`src/rtl/bss_pkg.sv`:
```
package bss_pkg;

    localparam int WORD_W = 32;
    localparam int OFS_W  = $clog2(WORD_W);

    typedef enum logic [1:0] {
        ST_IDLE  = 2'd0,
        ST_FETCH = 2'd1,
        ST_SCAN  = 2'd2
    } bss_state_e;

endpackage

```
`src/rtl/bss_bit_sel.sv`:
```
// Picks one bit of the held word and compares it with the search value.
module bss_bit_sel #(
    parameter int WORD_W = 32,
    parameter int OFS_W  = 5
) (
    input  logic [WORD_W-1:0] word,
    input  logic [OFS_W-1:0]  ofs,
    input  logic              want,
    output logic              hit
);
    always_comb begin
        hit = (word[ofs] == want);
    end
endmodule

```
`src/rtl/bss_ofs_step.sv`:
```
// Moves the bit offset one place and flags a crossing into the next word.
module bss_ofs_step #(
    parameter int OFS_W = 5
) (
    input  logic [OFS_W-1:0] ofs,
    input  logic             down,
    output logic [OFS_W-1:0] ofs_next,
    output logic             wrap
);
    always_comb begin
        if (down) begin
            ofs_next = ofs - OFS_W'(1);
            wrap     = (ofs_next == {OFS_W{1'b1}});
        end else begin
            ofs_next = ofs + OFS_W'(1);
            wrap     = (ofs_next == '0);
        end
    end
endmodule

```
`src/rtl/bss_addr_step.sv`:
```
// Next word address in the search direction.
module bss_addr_step #(
    parameter int ADDR_W = 32
) (
    input  logic [ADDR_W-1:0] addr,
    input  logic              down,
    output logic [ADDR_W-1:0] addr_next
);
    localparam logic [ADDR_W-1:0] STRIDE = ADDR_W'(4);

    always_comb begin
        addr_next = down ? (addr - STRIDE) : (addr + STRIDE);
    end
endmodule

```
`src/rtl/bss_search_engine.sv`:
```
module bss_search_engine #(
    parameter int ADDR_W    = 32,
    parameter int LEN_W     = 32,
    parameter int CNT_W     = 32,
    parameter int CYC_W     = 32,
    parameter int OFS_IN_W  = 8,
    parameter int SETUP_CYC = 50,
    parameter int WORD_CYC  = 5
) (
    input  logic                         clk,
    input  logic                         rst_n,
    input  logic                         start,
    input  logic                         find_one,
    input  logic                         go_down,
    input  logic [ADDR_W-1:0]            start_addr,
    input  logic [OFS_IN_W-1:0]          start_bit,
    input  logic [LEN_W-1:0]             start_len,
    input  logic [CNT_W-1:0]             start_skip,
    output logic                         mem_req,
    output logic [ADDR_W-1:0]            mem_addr,
    input  logic [bss_pkg::WORD_W-1:0]   mem_rdata,
    input  logic                         mem_stall,
    output logic                         busy,
    output logic                         done,
    output logic [ADDR_W-1:0]            cur_addr,
    output logic [bss_pkg::OFS_W-1:0]    cur_bit,
    output logic [LEN_W-1:0]             cur_len,
    output logic [CNT_W-1:0]             skip_cnt,
    output logic                         zero_flag,
    output logic [CYC_W-1:0]             cycles
);
    import bss_pkg::*;

    localparam logic [ADDR_W-1:0]   ALIGN_MASK = ~ADDR_W'(3);
    localparam logic [OFS_IN_W-1:0] OFS_MASK   = OFS_IN_W'(WORD_W - 1);
    localparam logic [CYC_W-1:0]    SETUP_COST = CYC_W'(SETUP_CYC);
    localparam logic [CYC_W-1:0]    WORD_COST  = CYC_W'(WORD_CYC);
    localparam logic [LEN_W-1:0]    LEN_ONE    = LEN_W'(1);

    typedef struct packed {
        bss_state_e          state;
        logic                down;
        logic                want;
        logic [ADDR_W-1:0]   addr;
        logic [OFS_W-1:0]    ofs;
        logic [LEN_W-1:0]    len;
        logic [CNT_W-1:0]    skip;
        logic                zf;
        logic [WORD_W-1:0]   word;
        logic [CYC_W-1:0]    cyc;
        logic                done;
    } eng_t;

    localparam eng_t ENG_RESET = '{
        state: ST_IDLE,
        down:  1'b0,
        want:  1'b0,
        addr:  '0,
        ofs:   '0,
        len:   '0,
        skip:  '0,
        zf:    1'b0,
        word:  '0,
        cyc:   '0,
        done:  1'b0
    };

    eng_t eng_d, eng_q;

    logic              bit_hit;
    logic [OFS_W-1:0]  ofs_stepped;
    logic              ofs_wrap;
    logic [ADDR_W-1:0] addr_stepped;

    bss_bit_sel #(
        .WORD_W (WORD_W),
        .OFS_W  (OFS_W)
    ) u_bit_sel (
        .word (eng_q.word),
        .ofs  (eng_q.ofs),
        .want (eng_q.want),
        .hit  (bit_hit)
    );

    bss_ofs_step #(
        .OFS_W (OFS_W)
    ) u_ofs_step (
        .ofs      (eng_q.ofs),
        .down     (eng_q.down),
        .ofs_next (ofs_stepped),
        .wrap     (ofs_wrap)
    );

    bss_addr_step #(
        .ADDR_W (ADDR_W)
    ) u_addr_step (
        .addr      (eng_q.addr),
        .down      (eng_q.down),
        .addr_next (addr_stepped)
    );

    // Next-state computation
    always_comb begin
        eng_d      = eng_q;
        eng_d.done = 1'b0;

        unique case (eng_q.state)
            ST_IDLE: begin
                if (start) begin
                    eng_d.down = go_down;
                    eng_d.want = find_one;
                    eng_d.addr = start_addr & ALIGN_MASK;
                    eng_d.ofs  = OFS_W'(start_bit & OFS_MASK);
                    eng_d.len  = start_len;
                    eng_d.skip = start_skip;
                    eng_d.zf   = 1'b1;
                    eng_d.cyc  = SETUP_COST;
                    if (start_len == '0) begin
                        eng_d.done  = 1'b1;
                        eng_d.state = ST_IDLE;
                    end else begin
                        eng_d.state = ST_FETCH;
                    end
                end
            end

            ST_FETCH: begin
                if (!mem_stall) begin
                    eng_d.word  = mem_rdata;
                    eng_d.cyc   = eng_q.cyc + WORD_COST;
                    eng_d.state = ST_SCAN;
                end
            end

            ST_SCAN: begin
                if (bit_hit) begin
                    eng_d.zf = 1'b0;
                end else begin
                    eng_d.skip = eng_q.skip + CNT_W'(1);
                end
                eng_d.ofs = ofs_stepped;
                eng_d.len = eng_q.len - LEN_ONE;
                if (ofs_wrap) begin
                    eng_d.addr = addr_stepped;
                end
                if (bit_hit || (eng_q.len == LEN_ONE)) begin
                    eng_d.done  = 1'b1;
                    eng_d.state = ST_IDLE;
                end else if (ofs_wrap) begin
                    eng_d.state = ST_FETCH;
                end else begin
                    eng_d.state = ST_SCAN;
                end
            end

            default: begin
                eng_d = ENG_RESET;
            end
        endcase
    end

    // State register
    always_ff @(posedge clk) begin
        if (!rst_n) begin
            eng_q <= ENG_RESET;
        end else begin
            eng_q <= eng_d;
        end
    end

    always_comb begin
        mem_req   = (eng_q.state == ST_FETCH);
        mem_addr  = eng_q.addr;
        busy      = (eng_q.state != ST_IDLE);
        done      = eng_q.done;
        cur_addr  = eng_q.addr;
        cur_bit   = eng_q.ofs;
        cur_len   = eng_q.len;
        skip_cnt  = eng_q.skip;
        zero_flag = eng_q.zf;
        cycles    = eng_q.cyc;
    end

endmodule

```
`config.mk`:
```
export PLATFORM = sky130hd
export DESIGN_NAME = bss_search_engine
export DESIGN_NICKNAME = d
export VERILOG_FILES = /design/src/rtl/bss_pkg.sv /design/src/rtl/bss_bit_sel.sv /design/src/rtl/bss_ofs_step.sv /design/src/rtl/bss_addr_step.sv /design/src/rtl/bss_search_engine.sv
export SDC_FILE = /design/constraint.sdc
export NUM_CORES = 1
export LEC_CHECK = 0
export BUFFER_PORTS_ARGS = -buffer_cell sky130_fd_sc_hd__buf_2
export CAP_MARGIN = 10
export CORE_AREA = 2 2 150 262
export CTS_CLUSTER_SIZE = 28
export DETAILED_ROUTE_END_ITERATION = 10
export DIE_AREA = 0 0 152 264
export GPL_TIMING_DRIVEN = 0
export PLACE_DENSITY = 0.52
export SETUP_SLACK_MARGIN = 0.05
export SYNTH_ARGS = -nofsm -noshare
export SYNTH_HDL_FRONTEND = slang
export SYNTH_SLANG_ARGS = --single-unit
```
`constraint.sdc`:
```
create_clock -name clk -period 5.32 [get_ports clk]
set_input_delay 1.064 -clock clk [delete_from_list [all_inputs] [get_ports clk]]
set_output_delay 1.064 -clock clk [all_outputs]
set_load 0.01 [all_outputs]
```
; ---- Word-level counts from Yosys, hierarchy flattened
; Index checks and enable logic that the tools add are counted.
[word_totals]
ff_bits = 171
inputBits = 142
out_inout_bits = 169
elab_cells = 71
[op_classes]
add_sub_neg = 7
magnitude_cmp = 1
eq_ne = 10
n_mux = 23
bitwise_logic = 4
reduce_logical = 15
[ops]
columns = op, count
row1 = case mux 102 bit (3 select lines), 1
row2 = 2-to-1 mux 106 bit, 1
row3 = 2-to-1 mux 32 bit, 3
row4 = case mux 32 bit (3 select lines), 1
row5 = "adder 32 x 3 -> 32 bit, second input constant", 2
row6 = 2-to-1 mux 64 bit, 1
row7 = case mux 32 bit (2 select lines), 1
row8 = 2-to-1 mux 33 bit, 1
row9 = "adder 32 x 1 -> 32 bit, second input constant", 1
row10 = "equality test 32 x 1 -> 1 bit, second input constant", 1
row11 = zero test 32 bit, 1
row12 = "subtractor 32 x 1 -> 32 bit, second input constant", 1
row13 = "subtractor 32 x 3 -> 32 bit, second input constant", 1
row14 = AND reduction 3 bit, 4
row15 = "!= test 2 bit, second input constant", 5
row16 = AND reduction 2 bit, 4
row17 = "less-than comparator 5 x 6 -> 1 bit, second input constant", 1
row18 = 2-to-1 mux 1 bit, 6
row19 = 2-to-1 mux 2 bit, 3
row20 = case mux 2 bit (3 select lines), 1
row21 = "adder 5 x 1 -> 5 bit, second input constant", 1
row22 = binary-select mux 1 bit (select 5 bit), 1
row23 = "equality test 5 bit, second input constant", 1
row24 = zero test 5 bit, 1
row25 = 12 further kinds, 16

; ---- Logic depth before layout (Yosys ltp)
; Gate-level depths: netlist (run 1).
[depth]
word_depth = 6
ltp_mapped = 12
depth_no_buf = 11

; ---- By module
; A second synthesis (run 1) with hierarchy kept.
[hier_totals]
hier_cells = 1579
hier_area_um2 = 12152.9
[modules_own_cells]
columns = mod, n_inst, cells_each, area_each_um2, seq_area_each_um2
row1 = bss_search_engine, 1, 1250, 9793.1, 3423.3
row2 = bss_addr_step, 1, 255, 1796.7, 0.0
row3 = bss_bit_sel, 1, 43, 332.8, 0.0
row4 = bss_ofs_step, 1, 31, 230.2, 0.0

; ---- Least setup slack after synthesis (run 1)
; No wires, ideal clock.
[synth_timing]
kind = flip-flop to flip-flop
startpoint = reg eng_q[168] in the netlist's numbering
endpoint = reg eng_q (netlist bit cur_addr[28])
t_arrival_ns = 3.024
t_required_ns = 5.188
path_slack_ns = 2.163
stages_incl_launch_ff = 11
path_buffers = 0
period_less_slack_ns = 3.157
cell_sequence = dfxtp_1 ha_1 a211o_1 a211oi_1 o211ai_1 a21oi_1 o21ai_0 o31ai_1 xnor2_1 a22oi_1 a21oi_1
[synth_via]
elab_chain_len = 3
[synth_lines]
columns = element, line_no
row1 = "start, declared", bss_search_engine.sv:68  ; eng_t eng_d, eng_q;
row2 = "start signal, assigned", bss_search_engine.sv:167  ; eng_q <= eng_d;
row3 = 2-to-1 mux 32 bit / 2-to-1 mux 1 bit (equally long branches), "bss_addr_step.sv:12, bss_ofs_step.sv:11"
row4 = 2-to-1 mux 32 bit / != test 2 bit (equally long branches), --
row5 = case mux 102 bit (3 select lines) / AND reduction 3 bit (equally long branches), --
; Parallel ways exist; a longest one is shown, timed or not. The select of a mux whose other input is x is not followed.
; A chain may end at the register's enable or synchronous reset.

; ---- Worst setup path after layout (run 1)
[layout_timing]
startpoint = reg eng_q (netlist bit cur_bit[1])
endpoint = reg eng_q (netlist bit cur_addr[23])
[layout_via]
elab_chain_len = 5
[layout_lines]
columns = element, line_no
row1 = subtractor 5 x 1 -> 5 bit / adder 5 x 1 -> 5 bit (equally long branches), "bss_ofs_step.sv:12, bss_ofs_step.sv:15"
row2 = equality test 5 bit / zero test 5 bit (equally long branches), "bss_ofs_step.sv:13, bss_ofs_step.sv:16"
row3 = 2-to-1 mux 1 bit *, bss_ofs_step.sv:11  ; if (down) begin
row4 = != test 2 bit (no line) *, --
row5 = AND reduction 3 bit (no line) *, --
; Every way passes the cells marked *; elsewhere a longest branch is shown, timed or not.

==> reports/qor.csv, run 1 <==
stage,metric,value,unit
yosys,muxShareOfSynthArea,2.29,%
drt,routed_wire_length_per_instance,20.3,um
global_routing,grt_max_degree,18,
setup_path,max_stage_delay,0.65,ns
timing,fin_ws,1.24,ns
setup_path,startpoint,cur_bit[1]$_SDFFE_PN0P_,
global_routing,antenna_found_initial,4,
floorplan,die_x,152,um
setup_path,crit_path_end,cur_addr[23]$_SDFFE_PN0P_,
floorplan,die_y,264,um
timing,fin_skew,0.0144,ns
timing,min_period,4.08,ns
yosys,async_flop_share,0,%
yosys,yosysTopAreaCell,dfxtp_1,
timing,setup_violations,0,
timing,worst_pin_slew,1.12,ns
placed_design,io_buffers,300,
yosys,ys_seq_area_share,29.9,%
yosys,synth-simple-area-share,19.9,%
global_routing,grt_pass1_wl,70200,um
clock_tree,cts-root-buf,clkbuf_16,
placed_design,dpl.hpwl,36700,um
pwr,ir_drop,218,uV
placed_design,routabilityCongestion,0.912,
floorplan,io_pins,311,
setup_path,worstPathArrival,4.39,ns
yosys,synth_edf_count,0,
yosys,ys.flop_type,dfxtp_1,
pwr,finalPower,0.00682,W
clock_tree,clockBufferDepth,2,
timing,slew_headroom,24.9,%
pwr,p_leak,6.31,nW
timing,setup_tns,0,ns
layout,nets,1983,
setup_path,critPathSlowestCell,a21oi_1,
setup_path,r2r-end,cur_addr[23]$_SDFFE_PN0P_,
drt,viasPerCell,5.25,
pwr,p_per_area,485,nW/um2
timing,maxSlewViolCount,0,
layout,drive_gt1_share,28.8,%
drt,drc,0,
drt,vias,12100,
clock_tree,clk_latency,0.46,ns
setup_path,reg2reg_slack,1.24,ns
yosys,synth_compound_area_share,23.2,%
drt,dr.first_iter.drc_count,536,
placed_design,dp_slack,1.29,ns
global_routing,grt_pass1_vias,12300,
yosys,syn_inst,1477,
yosys,synthAdderAreaFrac,4.60,%
timing,rsz0062_at_grt,no,
floorplan,core_area,38200,um2
setup_path,rr_worst_depth,11,
yosys,synth_top_family_by_area,compound AO/OA/AOI/OAI gates,
floorplan,num_rows,95,
clock_tree,hold_buffers,0,
clock_tree,path_clk_slew,0.07,ns
layout,fill_cells,4150,
setup_path,timing.rr.start,cur_bit[1]$_SDFFE_PN0P_,
layout,layout_common_cells,"buf_2 (301), dfxtp_1 (169), buf_4 (168), nand2_1 (158), a21oi_1 (137)",
global_routing,grt_overflow_total,0,
global_routing,grt.total_usage,22.7,%
timing,finalCritPeriodShare,76.6,%
drt,wl,46700,um
clock_tree,numCtsBuffers,17,
yosys,yosysWarnings,0,
status,status,"finished, final reports clean",
yosys,yosysTopAreaCellShare,29.9,%
worst_hold_path,hp-class,flip-flop to flip-flop,
drt,drt_first_pass_iters,5,
floorplan,initial_core_util,29.6,%
clock_tree,postCtsSetupRepairBufs,0,
clock_tree,cts_tree,done,
clock_tree,ctsResizeCount,0,
setup_path,path_class,flip-flop to flip-flop,
yosys,synthXorXnorAreaFrac,5.34,%
setup_path,path_cells,buf_1 -> inv_1 -> ha_1 -> nand2b_1 -> nor2_1 -> xnor2_1 -> a41oi_1 -> a21oi_1 -> clkbuf_1 -> buf_1 -> a21oi_1,
clock_tree,clock_sinks,169,
clock_tree,cts_htree_levels,4,
setup_path,endpoint_kind,flip-flop,
layout,final_common_cell,buf_2,
yosys,ys_types,69,
flow_run,max_cap_viol_count,0,
setup_path,critPathLaunchType,flip-flop,
drt,ant_nets,0,
floorplan,die_area,40100,um2
yosys,ys_top_cells_by_area,"dfxtp_1 (30%), buf_4 (11%), a21oi_1 (6.1%)",
yosys,synth-seq-cells,169,
setup_path,crit_fanout,10,
timing,hold_viol,0,
layout,area_growth,24.5,%
setup_path,cp.required,5.63,ns
yosys,synth_area,11300,um2
timing,clock.fmax,0.245,GHz
yosys,avgSynthCellArea,7.65,um2
==> layout make-up <==
| cell class | instances | area (um2) | area share (%) |
|---|---|---|---|
| plain buffers | 250 | 1580 | 11.2 |
| clock inverters | 14 | 175 | 1.25 |
| inverters | 23 | 86.3 | 0.614 |
| multi-input cells | 1038 | 6270 | 44.6 |
| well taps | 485 | 607 | 4.31 |
| flip-flops and latches | 169 | 3380 | 24.1 |
| diodes | 1 | 2.50 | 0.0178 |
| clock buffers | 18 | 439 | 3.12 |
| repair buffers | 301 | 1530 | 10.9 |
==> stage by stage <==
| stage | cell area [um2] | utilization (%) | hold WS (ns) | std cells |
|---|---|---|---|---|
| floorplan | 11300 | - | 0.429 | 1480 |
| global placement | 13400 | 35.2 | 0.436 | 2265 |
| detailed placement | 13500 | 35.3 | 0.445 | 2266 |
| CTS | 14100 | 36.9 | 0.455 | 2298 |
| global route | 14100 | 36.9 | 0.468 | 2299 |
| finish | 14100 | 36.9 | 0.452 | 2299 |
==> metal layers <==
| metal | wire [um] | GRT usage [%] | up-vias |
|---|---|---|---|
| met3 | 2410 | 4.02 | 146 |
| met4 | 3120 | 15.2 | 6 |
| met5 | 38 | 0 | - |
| met2 | 24400 | 42.2 | 460 |
| met1 | 16800 | 22.8 | 5671 |
| li1 | - | - | 5784 |
==> worst max-delay path, delay by kind of cell, from the launching register on <==
kind	cells	cell delay, ns
xor+xnor	1	0.20
fa+ha+maj	1	0.27
flops	1	0.54
simple gates	2	0.16
compound gates	3	1.04
buf+inv	4	1.72
==> synthesized netlist by cell type (all sizes together), types with 2 or more instances <==
library cell  number
a31oi             12
nand2b             8
inv               23
dfxtp            169
nand2            158
nand4             14
a41o               2
a22o               7
a221oi            24
mux2i              3
a22oi             32
nor3              52
a2bb2oi            2
o31ai             10
nor4              16
nand3b             5
and2               8
a21o              16
a41oi              3
a311oi             5
o211ai             9
o31a               4
and4               3
mux4              10
and3              13
xnor2             39
or2                4
nand3             67
clkbuf            75
xor2              29
nor2b              4
a32o               6
o21bai             3
o21ai            103
nor2             131
or3                9
ha                40
a21oi            138
o32ai              2
buf              175
a211oi            20
a32oi              4
o22ai              4
o21a               2
==> how the worst min path moves through the flow <==
stage,start,end,slack (ns),depth (start not counted)
floorplan,eng_q[35]$_SDFFE_PN0P_,eng_q[35]$_SDFFE_PN0P_,0.43,2
detailed placement,eng_q[61]$_SDFFE_PN0P_,eng_q[61]$_SDFFE_PN0P_,0.45,2
global route,eng_q[46]$_SDFFE_PN0P_,eng_q[46]$_SDFFE_PN0P_,0.47,2
CTS,eng_q[47]$_SDFFE_PN0P_,eng_q[47]$_SDFFE_PN0P_,0.45,2
global placement,eng_q[59]$_SDFFE_PN0P_,eng_q[59]$_SDFFE_PN0P_,0.44,2
finish,eng_q[61]$_SDFFE_PN0P_,eng_q[61]$_SDFFE_PN0P_,0.45,2
==> logic make-up after synthesis <==
kind of cell | count (synthesis)
fa+ha+maj | 41
compound gates | 417
simple gates | 495
buf+inv | 273
other cells | 1
flops | 169
mux | 13
xor+xnor | 68
==> registers in the layout, summed over array words and instances, names as in the netlist <==
signal,cells
cycles,32
zero_flag,1
cur_bit,5
done,1
skip_cnt,32
cur_addr,30
cur_len,32
eng_q,36
==> power by group <==
group          total (W)  switching [W]  internal (W)
logic            0.00353        0.00210       0.00144
clock network    0.00135       0.000620      0.000728
registers        0.00194       0.000399       0.00154
(Power assumes the default switching activity.)
==> run 2, diff against run 1 <==
==> constraint.sdc (replaced) <==
create_clock -name clk -period 3.94 [get_ports clk]
set_input_delay 0.788 -clock clk [delete_from_list [all_inputs] [get_ports clk]]
set_output_delay 0.788 -clock clk [all_outputs]
set_load 0.01 [all_outputs]
==> reports/qor.csv, run 2 (synthesized netlist as in run 1, its figures left out) <==
stage,metric,value,unit
timing,setup_violations,0,
clock_tree,cts_tree,done,
drt,wl,46700,um
clock_tree,clock_sinks,169,
floorplan,die_area,40100,um2
drt,drc,0,
timing,hold_viol,0,
setup_path,path_cells,fa_1 -> a211o_1 -> a211oi_1 -> o211ai_1 -> a21oi_1 -> o21ai_0 -> o31ai_1 -> xnor2_1 -> a22oi_1 -> a21oi_1,
clock_tree,cts_htree_levels,4,
drt,ant_nets,0,
timing,fin_skew,0.0124,ns
placed_design,dpl.hpwl,36700,um
timing,slew_headroom,24.9,%
global_routing,grt_max_degree,18,
floorplan,initial_core_util,29.6,%
pwr,ir_drop,290,uV
global_routing,grt.total_usage,22.7,%
layout,multiInputGateArea,6270,um2
clock_tree,numCtsBuffers,17,
pwr,p_per_area,655,nW/um2
clock_tree,hold_buffers,0,
layout,largest_register,eng_q,
drt,dr.first_iter.drc_count,532,
floorplan,die_x,152,um
pwr,p_leak,6.32,nW
setup_path,crit_path_end,cur_addr[28]$_SDFFE_PN0P_,
clock_tree,clk_latency,0.45,ns
drt,vias,12000,
setup_path,critPathSlowestCell,fa_1,
worst_hold_path,hp-class,flip-flop to flip-flop,
setup_path,rr_worst_depth,10,
setup_path,cp.required,4.32,ns
placed_design,routabilityCongestion,0.912,
clock_tree,path_clk_slew,0.07,ns
timing,finalCritPeriodShare,94.2,%
setup_path,worstPathArrival,4.09,ns
drt,drt_first_pass_iters,5,
layout,nets,1983,
floorplan,die_y,264,um
clock_tree,cts-root-buf,clkbuf_16,
setup_path,startpoint,cur_addr[2]$_SDFFE_PN0P_,
flow_run,max_cap_viol_count,0,
layout,area_growth,24.5,%
setup_path,timing.rr.start,cur_addr[2]$_SDFFE_PN0P_,
global_routing,antenna_found_initial,4,
layout,largest_reg_flops,36,
clock_tree,clockBufferDepth,2,
layout,final_common_cell,buf_2,
drt,routed_wire_length_per_instance,20.3,um
status,status,"finished, final reports clean",
floorplan,core_area,38200,um2
layout,seqCellArea,3380,um2
floorplan,num_rows,95,
floorplan,io_pins,311,
timing,min_period,3.71,ns
layout,final_core_util,36.9,%
pwr,finalPower,0.00922,W
setup_path,max_stage_delay,0.56,ns
setup_path,critPathMostFrequentCell,a21oi_1,
layout,drive_gt1_share,29.1,%
drt,viasPerCell,5.23,
setup_path,r2r-end,cur_addr[28]$_SDFFE_PN0P_,
setup_path,crit_fanout,7,
timing,rsz0062_at_grt,no,
setup_path,path_class,flip-flop to flip-flop,
placed_design,io_buffers,300,
setup_path,endpoint_kind,flip-flop,
global_routing,grt_pass1_wl,70200,um
setup_path,critPathLaunchType,flip-flop,
timing,worst_pin_slew,1.12,ns
timing,maxSlewViolCount,0,
global_routing,grt_overflow_total,0,
timing,clock.fmax,0.269,GHz
layout,layout_common_cells,"buf_2 (302), buf_4 (168), dfxtp_1 (168), nand2_1 (158), a21oi_1 (136)",
setup_path,reg2reg_slack,0.23,ns
global_routing,grt_pass1_vias,12300,
layout,fill_cells,4152,
## run 2: layout make-up
type,instances,area share (%)
inverters,23,0.613
clock buffers,18,3.12
well taps,485,4.31
flip-flops and latches,169,24.0
repair buffers,301,10.9
clock inverters,14,1.24
diodes,1,0.0178
multi-input cells,1038,44.6
plain buffers,250,11.2
## run 2: timing repair
action	CTS	global route
resized for setup	2	4
setup buffers	0	0
endpoints found under the setup margin	10	40
hold endpoints to repair	0	0
## run 2: worst min-delay path by stage
stage | start | endpoint | depth (start not counted)
after floorplan | eng_q[35]$_SDFFE_PN0P_ | eng_q[35]$_SDFFE_PN0P_ | 2
after global placement | eng_q[59]$_SDFFE_PN0P_ | eng_q[59]$_SDFFE_PN0P_ | 2
after detailed placement | eng_q[61]$_SDFFE_PN0P_ | eng_q[61]$_SDFFE_PN0P_ | 2
after CTS | eng_q[47]$_SDFFE_PN0P_ | eng_q[47]$_SDFFE_PN0P_ | 2
after global routing | eng_q[46]$_SDFFE_PN0P_ | eng_q[46]$_SDFFE_PN0P_ | 2
final | eng_q[61]$_SDFFE_PN0P_ | eng_q[61]$_SDFFE_PN0P_ | 2
## run 2: stage by stage
stage | setup TNS [ns] | cells | instance area, um2 | setup slack (ns) | hold slack (ns)
2_1_floorplan | 0 | 1480 | 11300 | 0.783 | 0.429
3_3_place_gp | -4.21 | 2265 | 13400 | -0.486 | 0.436
3_5_place_dp | -0.811 | 2266 | 13500 | -0.0911 | 0.445
4_1_cts | 0 | 2298 | 14100 | 0.151 | 0.455
5_1_grt | 0 | 2299 | 14100 | 0.0885 | 0.468
6_report | 0 | 2299 | 14100 | 0.229 | 0.452
## run 2: report_power, final
part	leakage (nW)	internal (W)	total, W	switching (W)
logic	4.64	0.00194	0.00478	0.00284
clock network	0.298	0.000984	0.00182	0.000835
registers	1.38	0.00208	0.00262	0.000537
## run 2: metal layers
layer / track usage [%] / routed length [um] / vias to the layer above
met5: 0 / 38 / -
met4: 15.2 / 3070 / 6
met3: 4.02 / 2300 / 147
met2: 42.2 / 24400 / 451
met1: 22.8 / 17000 / 5643
li1: - / - / 5786
## run 2: worst max-delay path: cells and delay by family, from the launching register on
kind	cells	cell delay (ns)
fa+ha+maj	1	0.56
flops	1	0.44
xor+xnor	1	0.16
compound gates	8	2.48
==> run 3, diff against run 2 <==
--- a/config.mk
+++ b/config.mk
@@ -7,12 +7,12 @@
 export LEC_CHECK = 0
 export BUFFER_PORTS_ARGS = -buffer_cell sky130_fd_sc_hd__buf_2
 export CAP_MARGIN = 10
-export CORE_AREA = 2 2 150 262
+export CORE_AREA = 2 2 198 200
 export CTS_CLUSTER_SIZE = 28
 export DETAILED_ROUTE_END_ITERATION = 10
-export DIE_AREA = 0 0 152 264
+export DIE_AREA = 0 0 200 202
 export GPL_TIMING_DRIVEN = 0
-export PLACE_DENSITY = 0.52
+export PLACE_DENSITY = 0.54
 export SETUP_SLACK_MARGIN = 0.05
 export SYNTH_ARGS = -nofsm -noshare
 export SYNTH_HDL_FRONTEND = slang
==> constraint.sdc (replaced) <==
create_clock -name clk -period 3.09 [get_ports clk]
set_input_delay 0.618 -clock clk [delete_from_list [all_inputs] [get_ports clk]]
set_output_delay 0.618 -clock clk [all_outputs]
set_load 0.01 [all_outputs]
==> reports/qor.csv, run 3 (synthesized netlist as in run 1, its figures left out) <==
stage,metric,value,unit
status,status,"finished, final reports clean",
timing,worst_pin_slew,0.968,ns
layout,layout_common_cells,"buf_2 (302), buf_4 (186), dfxtp_1 (165), nand2_1 (158), a21oi_1 (134)",
pwr,p_leak,6.52,nW
setup_path,r2r-end,cur_addr[20]$_SDFFE_PN0P_,
layout,drive_gt1_share,32.0,%
worst_hold_path,hold_path_startpoint,start_skip[0],
global_routing,antenna_found_initial,5,
global_routing,met3_usage,3.75,%
floorplan,num_rows,72,
floorplan,io_pins,311,
layout,area_growth,28.6,%
setup_path,crit_fanout,15,
timing,hold_viol,0,
clock_tree,cts-root-buf,clkbuf_16,
placed_design,dpl.hpwl,33500,um
floorplan,core_area,38300,um2
clock_tree,clk_latency,0.46,ns
setup_path,endpoint_kind,flip-flop,
timing,finalCritPeriodShare,96.8,%
timing,min_period,2.99,ns
setup_path,timing.rr.start,eng_q[168]$_SDFFE_PN0P_,
setup_path,path_cells,buf_8 -> fa_2 -> a211o_1 -> a211oi_4 -> o21ai_2 -> a221o_1 -> a21oi_1 -> mux2i_1 -> o21ai_0 -> a31oi_1,
global_routing,grt_max_degree,18,
layout,final_common_cell,buf_2,
global_routing,grt_pass1_wl,65600,um
setup_path,worstPathArrival,3.37,ns
global_routing,grt.total_usage,21.4,%
clock_tree,numCtsBuffers,17,
clock_tree,path_clk_slew,0.07,ns
timing,rsz0062_at_grt,yes,
timing,setup_tns,0,ns
drt,ant_nets,0,
setup_path,critPathLaunchType,flip-flop,
floorplan,die_area,40400,um2
timing,clock.fmax,0.334,GHz
setup_path,path_class,flip-flop to flip-flop,
setup_path,rr_worst_depth,10,
global_routing,grt_pass1_vias,11200,
layout,largest_register,eng_q,
timing,slew_headroom,35.5,%
worst_hold_path,min_path_cells,3,
clock_tree,cts_htree_levels,4,
layout,largest_reg_flops,36,
drt,routed_wire_length_per_instance,18.8,um
drt,viasPerCell,5.12,
pwr,p_per_area,836,nW/um2
layout,nets,2003,
pwr,ir_drop,409,uV
flow_run,max_cap_viol_count,0,
global_routing,met2_usage,34.7,%
drt,wl,44400,um
global_routing,met1_usage,28.4,%
timing,maxSlewViolCount,0,
layout,fin_cells,2354,
timing,fin_skew,0.0141,ns
global_routing,busiest_layer,met2,
worst_hold_path,hp-class,input pin to flip-flop,
placed_design,routabilityCongestion,0.899,
setup_path,max_stage_delay,0.42,ns
drt,drc,0,
clock_tree,hold_buffers,0,
clock_tree,clockBufferDepth,2,
setup_path,critPathSlowestCell,a221o_1,
global_routing,grt_overflow_total,0,
drt,dr.first_iter.drc_count,793,
clock_tree,cts_tree,done,
setup_path,cp.required,3.47,ns
clock_tree,clock_sinks,169,
layout,fill_cells,4061,
pwr,finalPower,0.0122,W
placed_design,io_buffers,300,
floorplan,initial_core_util,29.5,%
drt,drt_first_pass_iters,5,
worst_hold_path,min_to,skip_cnt[0]$_SDFFE_PN0P_,
floorplan,die_x,200,um
placed_design,dp_cells,2298,
drt,vias,12000,
floorplan,die_y,202,um
timing,setup_violations,0,
setup_path,reg2reg_slack,0.1,ns
[run 3: cell types whose count changed in the layout (fill, tap and decap cells not counted), sizes merged]
| cell | delta |
|---|---|
| inv | -3 |
| buf | +21 |
| clkbuf | -2 |
| bufinv | +2 |
| diode | +2 |
| clkinv | +2 |
[run 3: area by class of cell]
type                    instances  area, um2  area share [%]
plain buffers                 249       1630            11.2
clock buffers                  17        425            2.93
clock inverters                15        234            1.61
well taps                     518        648            4.46
flip-flops and latches        169       3390            23.3
diodes                          3       7.51          0.0516
multi-input cells            1038       6420            44.2
inverters                      23       86.3           0.594
repair buffers                322       1690            11.6
[run 3: metrics by stage]
step / area [um2] / hold slack, ns / setup WS, ns / util (%)
3_3_place_gp: 13500 / 0.438 / -0.945 / 35.2
2_1_floorplan: 11300 / 0.429 / 0.150 / -
3_5_place_dp: 13500 / 0.442 / -0.921 / 35.2
5_1_grt: 14500 / 0.416 / -0.00144 / 37.9
6_report: 14500 / 0.417 / 0.0985 / 38.0
4_1_cts: 14300 / 0.404 / 0.0154 / 37.4
[run 3: repair_timing]
action	4_1_cts	5_1_grt
setup endpoints to repair	66	94
pin swaps	6	13
gates cloned	0	1
gates resized for setup	30	45
setup buffers	7	14
[run 3: how the worst max path moves through the flow]
stage | startpoint | to | slack, ns | cells after the start
final | eng_q[168]$_SDFFE_PN0P_ | cur_addr[20]$_SDFFE_PN0P_ | 0.1 | 10
after global routing | eng_q[168]$_SDFFE_PN0P_ | cur_addr[20]$_SDFFE_PN0P_ | -0.001 | 10
after CTS | eng_q[168]$_SDFFE_PN0P_ | cur_addr[28]$_SDFFE_PN0P_ | 0.02 | 11
after detailed placement | cur_bit[1]$_SDFFE_PN0P_ | cur_addr[28]$_SDFFE_PN0P_ | -0.92 | 11
after global placement | cur_bit[1]$_SDFFE_PN0P_ | cur_addr[19]$_SDFFE_PN0P_ | -0.95 | 11
after floorplan | cur_bit[0]$_SDFFE_PN0P_ | skip_cnt[17]$_SDFFE_PN0P_ | 0.15 | 10
[run 3: power breakdown]
part,switching (W),total (W),internal (W),leakage (nW)
clock network,0.00109,0.00248,0.00140,0.317
logic,0.00372,0.00639,0.00266,4.82
registers,0.000625,0.00328,0.00266,1.38
[run 3: layer usage]
layer | vias to the layer above | part of all wire, %
li1 | 5813 | -
met1 | 5696 | 44
met2 | 471 | 46
met3 | 63 | 7.2
met4 | 4 | 2.6
met5 | - | 0.052
[run 3: critical path: cells and delay by family (launching register included)]
| family | cells | cell delay (ns) |
|---|---|---|
| buffers and inverters | 1 | 0.18 |
| AO/OA/AOI/OAI | 7 | 1.76 |
| flip-flops | 1 | 0.41 |
| adder cells (fa/ha/maj) | 1 | 0.37 |
| multiplexers | 1 | 0.19 |
